`src/rtl/irq_seq_pkg.sv`:
```
package irq_seq_pkg;
  typedef enum logic [2:0] {
    EV_NONE,
    EV_HTAKE,
    EV_HRET,
    EV_SCALL,
    EV_SRET
  } ev_e;

  typedef enum logic {
    SW_CALL,
    SW_RET
  } sw_kind_e;
endpackage

```
`src/rtl/irq_hw_ctx.sv`:
```
module irq_hw_ctx #(
  parameter int AW = 32,
  parameter int PW = 32
) (
  input  logic          clk_i,
  input  logic          rst_ni,
  input  logic          irq_req_i,
  input  logic [AW-1:0] irq_vec_i,
  input  logic          hret_i,
  input  logic [AW-1:0] cur_ip_i,
  input  logic [PW-1:0] cur_pr_i,
  output logic          take_o,
  output logic [AW-1:0] take_vec_o,
  output logic          ret_ok_o,
  output logic          ret_bad_o,
  output logic [AW-1:0] oip_o,
  output logic [PW-1:0] opr_o,
  output logic          busy_o
);
  logic          busy_q, pend_q;
  logic [AW-1:0] oip_q, pend_vec_q;
  logic [PW-1:0] opr_q;

  assign take_o     = !busy_q && (pend_q || irq_req_i);
  assign take_vec_o = pend_q ? pend_vec_q : irq_vec_i;
  assign ret_ok_o   = hret_i && busy_q;
  assign ret_bad_o  = hret_i && !busy_q;
  assign oip_o      = oip_q;
  assign opr_o      = opr_q;
  assign busy_o     = busy_q;

  always_ff @(posedge clk_i or negedge rst_ni) begin
    if (!rst_ni) begin
      busy_q <= 1'b0;
      oip_q  <= '0;
      opr_q  <= '0;
    end else if (take_o) begin
      busy_q <= 1'b1;
      oip_q  <= cur_ip_i;
      opr_q  <= cur_pr_i;
    end else if (ret_ok_o) begin
      busy_q <= 1'b0;
    end
  end

  // first request seen during a handler is kept; later ones merge into it
  always_ff @(posedge clk_i or negedge rst_ni) begin
    if (!rst_ni) begin
      pend_q     <= 1'b0;
      pend_vec_q <= '0;
    end else if (take_o) begin
      pend_q <= 1'b0;
    end else if (irq_req_i && !pend_q) begin
      pend_q     <= 1'b1;
      pend_vec_q <= irq_vec_i;
    end
  end

  AST_TAKE_SAVES: assert property (@(posedge clk_i) disable iff (!rst_ni)
    take_o |=> busy_q && oip_q == $past(cur_ip_i) && opr_q == $past(cur_pr_i));
  AST_NO_NEST: assert property (@(posedge clk_i) disable iff (!rst_ni)
    busy_q && !hret_i |=> busy_q && $stable(oip_q) && $stable(opr_q));
  AST_REQ_PENDS: assert property (@(posedge clk_i) disable iff (!rst_ni)
    busy_q && irq_req_i |=> pend_q);
  AST_BAD_RET_QUIET: assert property (@(posedge clk_i) disable iff (!rst_ni)
    ret_bad_o && !take_o |=> !busy_q && $stable(oip_q) && $stable(opr_q));
endmodule

```
`src/rtl/irq_sw_ctx.sv`:
```
module irq_sw_ctx
  import irq_seq_pkg::*;
#(
  parameter int AW = 32,
  parameter int PW = 32
) (
  input  logic          clk_i,
  input  logic          rst_ni,
  input  logic          call_i,
  input  logic [AW-1:0] call_tgt_i,
  input  logic [AW-1:0] call_next_i,
  input  logic          ret_i,
  input  logic [PW-1:0] ret_pr_i,
  input  logic [AW-1:0] ret_ip_i,
  input  logic [PW-1:0] cur_pr_i,
  input  logic          hold_i,
  output logic          exec_call_o,
  output logic          exec_ret_o,
  output logic [AW-1:0] ip_o,
  output logic [AW-1:0] next_o,
  output logic [PW-1:0] pr_o
);
  logic          def_q;
  sw_kind_e      def_kind_q;
  logic [AW-1:0] def_ip_q, def_next_q;
  logic [PW-1:0] def_pr_q;

  logic          act;
  sw_kind_e      act_kind;
  logic [AW-1:0] act_ip, act_next;
  logic [PW-1:0] act_pr;

  // a held operation outranks any live strobe
  always_comb begin
    if (def_q) begin
      act      = 1'b1;
      act_kind = def_kind_q;
      act_ip   = def_ip_q;
      act_next = def_next_q;
      act_pr   = def_pr_q;
    end else begin
      act      = call_i || ret_i;
      act_kind = call_i ? SW_CALL : SW_RET;
      act_ip   = call_i ? call_tgt_i : ret_ip_i;
      act_next = call_next_i;
      act_pr   = call_i ? cur_pr_i : ret_pr_i;
    end
  end

  assign exec_call_o = act && !hold_i && act_kind == SW_CALL;
  assign exec_ret_o  = act && !hold_i && act_kind == SW_RET;
  assign ip_o        = act_ip;
  assign next_o      = act_next;
  assign pr_o        = act_pr;

  always_ff @(posedge clk_i or negedge rst_ni) begin
    if (!rst_ni) begin
      def_q      <= 1'b0;
      def_kind_q <= SW_CALL;
      def_ip_q   <= '0;
      def_next_q <= '0;
      def_pr_q   <= '0;
    end else if (act && hold_i) begin
      def_q      <= 1'b1;
      def_kind_q <= act_kind;
      def_ip_q   <= act_ip;
      def_next_q <= act_next;
      def_pr_q   <= act_pr;
    end else begin
      def_q <= 1'b0;
    end
  end

  AST_DEFER_ON_HOLD: assert property (@(posedge clk_i) disable iff (!rst_ni)
    hold_i && (call_i || ret_i) |=> def_q);
  AST_DEFER_KEEPS_PR: assert property (@(posedge clk_i) disable iff (!rst_ni)
    hold_i && !def_q && call_i |=> def_pr_q == $past(cur_pr_i));
  AST_DEFER_RET_VALS: assert property (@(posedge clk_i) disable iff (!rst_ni)
    hold_i && !def_q && ret_i && !call_i |=> def_ip_q == $past(ret_ip_i));
endmodule

```
`src/rtl/irq_out_stage.sv`:
```
module irq_out_stage
  import irq_seq_pkg::*;
#(
  parameter int AW = 32,
  parameter int PW = 32
) (
  input  logic          clk_i,
  input  logic          rst_ni,
  input  ev_e           ev_i,
  input  logic          err_i,
  input  logic [AW-1:0] hvec_i,
  input  logic [AW-1:0] oip_i,
  input  logic [PW-1:0] opr_i,
  input  logic [AW-1:0] sw_ip_i,
  input  logic [AW-1:0] sw_next_i,
  input  logic [PW-1:0] sw_pr_i,
  output logic          ip_we_o,
  output logic [AW-1:0] ip_o,
  output logic          pr_we_o,
  output logic [PW-1:0] pr_o,
  output logic          r0_we_o,
  output logic [PW-1:0] r0_o,
  output logic          r1_we_o,
  output logic [AW-1:0] r1_o,
  output logic          err_o
);
  localparam logic [PW-1:0] PrAll = {PW{1'b1}};

  always_ff @(posedge clk_i or negedge rst_ni) begin
    if (!rst_ni) begin
      ip_we_o <= 1'b0;
      ip_o    <= '0;
      pr_we_o <= 1'b0;
      pr_o    <= '0;
      r0_we_o <= 1'b0;
      r0_o    <= '0;
      r1_we_o <= 1'b0;
      r1_o    <= '0;
      err_o   <= 1'b0;
    end else begin
      err_o   <= err_i;
      ip_we_o <= ev_i != EV_NONE;
      pr_we_o <= ev_i != EV_NONE;
      r0_we_o <= ev_i == EV_SCALL;
      r1_we_o <= ev_i == EV_SCALL;
      case (ev_i)
        EV_HTAKE: begin
          ip_o <= hvec_i;
          pr_o <= PrAll;
        end
        EV_HRET: begin
          ip_o <= oip_i;
          pr_o <= opr_i;
        end
        EV_SCALL: begin
          ip_o <= sw_ip_i;
          pr_o <= PrAll;
          r0_o <= sw_pr_i;
          r1_o <= sw_next_i;
        end
        EV_SRET: begin
          ip_o <= sw_ip_i;
          pr_o <= sw_pr_i;
        end
        default: ;
      endcase
    end
  end

  AST_ENTRY_ONES: assert property (@(posedge clk_i) disable iff (!rst_ni)
    r0_we_o |-> r1_we_o && pr_we_o && pr_o == PrAll);
  AST_IP_PR_PAIR: assert property (@(posedge clk_i) disable iff (!rst_ni)
    ip_we_o == pr_we_o);
endmodule

```
`src/rtl/irq_seq.sv`:
```
module irq_seq
  import irq_seq_pkg::*;
#(
  parameter int AW = 32,
  parameter int PW = 32
) (
  input  logic          clk_i,
  input  logic          rst_ni,
  input  logic [AW-1:0] cur_ip_i,
  input  logic [PW-1:0] cur_pr_i,
  input  logic          irq_req_i,
  input  logic [AW-1:0] irq_vec_i,
  input  logic          hret_i,
  input  logic          swi_call_i,
  input  logic [AW-1:0] swi_tgt_i,
  input  logic [AW-1:0] swi_next_i,
  input  logic          sret_i,
  input  logic [PW-1:0] sret_pr_i,
  input  logic [AW-1:0] sret_ip_i,
  output logic          ip_we_o,
  output logic [AW-1:0] ip_o,
  output logic          pr_we_o,
  output logic [PW-1:0] pr_o,
  output logic          r0_we_o,
  output logic [PW-1:0] r0_o,
  output logic          r1_we_o,
  output logic [AW-1:0] r1_o,
  output logic          hw_busy_o,
  output logic          hret_err_o
);
  logic          take, ret_ok, ret_bad, busy;
  logic [AW-1:0] take_vec, oip;
  logic [PW-1:0] opr;
  logic          exec_call, exec_ret;
  logic [AW-1:0] sw_ip, sw_next;
  logic [PW-1:0] sw_pr;
  ev_e           ev;

  irq_hw_ctx #(.AW(AW), .PW(PW)) u_hw (
    .clk_i      (clk_i),
    .rst_ni     (rst_ni),
    .irq_req_i  (irq_req_i),
    .irq_vec_i  (irq_vec_i),
    .hret_i     (hret_i),
    .cur_ip_i   (cur_ip_i),
    .cur_pr_i   (cur_pr_i),
    .take_o     (take),
    .take_vec_o (take_vec),
    .ret_ok_o   (ret_ok),
    .ret_bad_o  (ret_bad),
    .oip_o      (oip),
    .opr_o      (opr),
    .busy_o     (busy)
  );

  irq_sw_ctx #(.AW(AW), .PW(PW)) u_sw (
    .clk_i       (clk_i),
    .rst_ni      (rst_ni),
    .call_i      (swi_call_i),
    .call_tgt_i  (swi_tgt_i),
    .call_next_i (swi_next_i),
    .ret_i       (sret_i),
    .ret_pr_i    (sret_pr_i),
    .ret_ip_i    (sret_ip_i),
    .cur_pr_i    (cur_pr_i),
    .hold_i      (take || ret_ok),
    .exec_call_o (exec_call),
    .exec_ret_o  (exec_ret),
    .ip_o        (sw_ip),
    .next_o      (sw_next),
    .pr_o        (sw_pr)
  );

  // hardware events own the output path; software waits one cycle
  always_comb begin
    if (ret_ok)         ev = EV_HRET;
    else if (take)      ev = EV_HTAKE;
    else if (exec_call) ev = EV_SCALL;
    else if (exec_ret)  ev = EV_SRET;
    else                ev = EV_NONE;
  end

  irq_out_stage #(.AW(AW), .PW(PW)) u_out (
    .clk_i     (clk_i),
    .rst_ni    (rst_ni),
    .ev_i      (ev),
    .err_i     (ret_bad),
    .hvec_i    (take_vec),
    .oip_i     (oip),
    .opr_i     (opr),
    .sw_ip_i   (sw_ip),
    .sw_next_i (sw_next),
    .sw_pr_i   (sw_pr),
    .ip_we_o   (ip_we_o),
    .ip_o      (ip_o),
    .pr_we_o   (pr_we_o),
    .pr_o      (pr_o),
    .r0_we_o   (r0_we_o),
    .r0_o      (r0_o),
    .r1_we_o   (r1_we_o),
    .r1_o      (r1_o),
    .err_o     (hret_err_o)
  );

  assign hw_busy_o = busy;

  AST_ONE_EVENT: assert property (@(posedge clk_i) disable iff (!rst_ni)
    $onehot0({take, ret_ok, exec_call, exec_ret}));
  AST_BAD_RET_FLAG: assert property (@(posedge clk_i) disable iff (!rst_ni)
    hret_i && !hw_busy_o |=> hret_err_o);
  AST_TAKE_ENTRY: assert property (@(posedge clk_i) disable iff (!rst_ni)
    !hw_busy_o && irq_req_i |=> hw_busy_o && ip_we_o && pr_o == {PW{1'b1}});
  AST_RET_CLEARS: assert property (@(posedge clk_i) disable iff (!rst_ni)
    hret_i && hw_busy_o |=> !hw_busy_o && ip_we_o);
endmodule

```
`config.mk`:
```
export PLATFORM = sky130hd
export DESIGN_NAME = irq_seq
export DESIGN_NICKNAME = d
export VERILOG_FILES = /design/src/rtl/irq_seq_pkg.sv /design/src/rtl/irq_hw_ctx.sv /design/src/rtl/irq_sw_ctx.sv /design/src/rtl/irq_out_stage.sv /design/src/rtl/irq_seq.sv
export SDC_FILE = /design/constraint.sdc
export NUM_CORES = 1
export LEC_CHECK = 0
export ABC_CLOCK_PERIOD_IN_PS = 4200
export BUFFER_PORTS_ARGS = -buffer_cell sky130_fd_sc_hd__buf_4
export CAP_MARGIN = 10
export CORE_MARGIN = 8
export CORE_UTILIZATION = 30
export CTS_BUF_LIST = sky130_fd_sc_hd__clkbuf_16
export DETAILED_ROUTE_END_ITERATION = 10
export SYNTH_ARGS = -nofsm -noshare
export SYNTH_HDL_FRONTEND = slang
export SYNTH_SLANG_ARGS = --single-unit
```
`constraint.sdc`:
```
create_clock -name clk_i -period 4.2 [get_ports clk_i]
set_clock_uncertainty 0.05 [all_clocks]
set_input_delay 0.84 -clock clk_i [delete_from_list [all_inputs] [get_ports clk_i]]
set_output_delay 0.84 -clock clk_i [all_outputs]
set_load 0.02 [all_outputs]
```
==> impl_results.md <==
- Core Rows: 81
- Period utilization: 0.686
- Status: completed
- Area after DPL: 18,000 sq um
- Fmax: 0.347 GHz
- Primary FF master, synth: dfrtp_1
- Area grow syn2layout: 31.0%
- DPL Wire Length: 31,500 microns
- YS warnings: 0
- Max-cap violations: 0
- Largest family of logic cells by synthesized area: multiplexers
- Min-Delay Path Class: in2async
- Global route overflow: 0
- Die X: 237 microns
- Register area share after synthesis: 0.557
- Clk root buf: clkbuf_16
- Vias in the first global route: 12.2k
- Die height: 237 microns
- Top post-synthesis cells by area: dfrtp_1, mux2_2, nand2_1
- Startpoint Class: flip-flop
- # DRC: 0
- Fin crit period: 2.88 ns
- Met3 Routed Length: 2920 microns
- Avg Cell Area, Syn: 10.8 sq um
- Worst Setup Path Type: reg2reg
- Final Max Slew Viols: 0
- Clock Sinks: 327
- Drt first pass iters: 5
- CTS max path bufs: 3
- Xor/xnor share of the synthesized area: 0
- Worst VDD drop: 308 uV
- CP Capture Type: flip-flop
- Initial DRC count: 593
- Clock insertion delay at the later pin of the skew report: 0.54 ns
- Post-Route WL: 46,800 microns
- Starting density of the core: 0.302
- Top layer in use: met4
- # nets final: 1,922
- Share of cells above drive strength 1: 0.386
- Post-route ant nets: 0
- GRT Total Usage: 0.163
- Syn Inst Count: 1,365
- Cts-stage hold buffer count: 0
- Clock slew at reported path FFs: 0.06 ns
- Initial antenna violation count: 2
- Endpoints failing setup: 0
- GPL Wtd Cong: 0.785
- LEAKAGE: 0.00910 uW
- Total CTS buffers: 40
- Register-to-Register Setup Slack: 1.32 ns
- Largest net degree at the start of global routing: 132
- TritonCTS clock tree: yes
- First-pass GRT wire length: 72,300 microns
- Top Ports: 364
- Post-CTS Resized: 0
- Async SR Flop Fraction: 1.00
- Met2 WL: 22,200 microns
- Setup TNS: 0 ns
- Top cells by count, synth: nand2_1, dfrtp_1, mux2_2, o21ai_0, mux2i_1
- Worst EP required: 4.57 ns
- Syn_nets: 1,595
- Worst-Margin Slew: 1.12 ns
- Adder and majority gate portion of the synthesized area: 0
- Worst-path maximum fanout: 20
- Compound-cell area share of the yosys netlist: 0.107
- Synth area leader: dfrtp_1
- Final Hold Vio Count: 0
- Core Region: 48,600 sq um
- Unrepaired setup endpoints after global routing: no
- Yosys cell types: 33
- Routed met1 length: 20,400 microns
- Simple-gate share of the synthesized area: 0.115
- Number of setup buffers added after CTS: 0
- Drt wl/cell: 20.0 microns
- H-tree depth: 2
- Yosys top cell area share: 0.557
- DR vias: 11.4k
- Power Dens Cells: 658 nW/um^2
- Post-synth EDFFs: 0
- IO buf count: 363
- Slew Limit Headroom: 0.256
- DIE AREA: 56,300 sq um
- Multiplexer share of the synthesized area: 0.188
- Vias per cell: 4.88
- Netlist Area Pre-Place: 14,700 sq um
- Number of synthesized register bits: 327
- Worst Path Arrival: 3.25 ns
- Most common cell in the synthesized netlist: nand2_1
- Finished Cell Area: 19,300 sq um
## sequential cells by signal (all words and copies together) (netlist names), 32 cells and up
register	cells
u_sw.def_pr_q	32
u_hw.oip_o	32
u_out.r1_o	32
u_out.pr_o	32
u_sw.def_ip_q	32
u_sw.def_next_q	32
u_hw.pend_vec_q	32
u_hw.opr_o	32
u_out.ip_o	32
u_out.r0_o	32
## layer usage
layer  up-vias  GRT usage
li1       5376          -
met1      5662      0.206
met2       318      0.268
met3        68     0.0417
met4         0     0.0550
met5         -          0
## kinds of logic after synthesis
| kind of cell | after synthesis |
|---|---|
| buffers and inverters | 106 |
| DFF | 327 |
| muxes | 256 |
| and+or+nand+nor | 420 |
| AOI/OAI and AO/OA | 256 |
## through the flow
step | utilization | total power, uW | setup slack (ns) | instances | hold WS, ns
final | 0.396 | 12700 | 1.32 | 2342 | 0.277
after global routing | 0.396 | 13500 | 1.05 | 2342 | 0.317
after CTS | 0.396 | 12900 | 1.22 | 2340 | 0.297
after detailed placement | 0.370 | 9500 | 0.863 | 2272 | 0.407
after global placement | 0.370 | 9360 | 0.877 | 2272 | 0.404
after floorplan | - | 7590 | 1.78 | 1365 | 0.390
## area by class of cell
class | instances | area [sq um]
well taps | 622 | 778
clock inverters | 27 | 205
repair buffers | 388 | 2970
diodes | 2 | 5.00
flip-flops and latches | 327 | 8190
clock buffers | 41 | 1030
multi-input cells | 932 | 6070
fillers | 4804 | 29400
inverters | 3 | 11.3
## cell usage in the layout, fill, tap and decap left out, types with 9 or more instances in the layout
master,instances
o221a_2,19
clkbuf_16,41
a21o_1,13
dfrtp_1,326
buf_4,383
o21ai_1,9
a31oi_1,32
mux2_2,159
mux2i_1,96
nand2_1,373
or2_2,32
o22ai_1,32
a22oi_1,13
o21ai_0,133
## worst max-delay path, cell delays in order (launching register included)
cell and delay (ns):
dfrtp_1 0.52, or3_4 0.49, nand2_1 0.10, and2_1 0.56, inv_1 0.58, o221a_2 0.45
## path summary, 6_finish.rpt
| path | startpoint | to | cells past startpoint |
|---|---|---|---|
| max in group asynchronous | rst_ni | u_hw.opr_o[18]$_DFFE_PN0N_ | 2 |
| min | rst_ni | u_hw.oip_o[3]$_DFFE_PN0N_ | 1 |
| min reg2reg | u_hw.oip_o[3]$_DFFE_PN0N_ | u_hw.oip_o[3]$_DFFE_PN0N_ | 2 |
| min in group clk_i | u_hw.oip_o[3]$_DFFE_PN0N_ | u_hw.oip_o[3]$_DFFE_PN0N_ | 2 |
| max reg2reg | u_hw.busy_o$_DFFE_PN0P_ | u_out.pr_o[17]$_DFFE_PN0P_ | 5 |
| max | u_hw.busy_o$_DFFE_PN0P_ | u_out.pr_o[17]$_DFFE_PN0P_ | 5 |
## power by group
group	switching (uW)	total, uW	internal [uW]
Combinational	2330	4220	1890
Sequential	766	5170	4400
Clock	1340	3290	1940
Power figures use the tool's default switching activity.
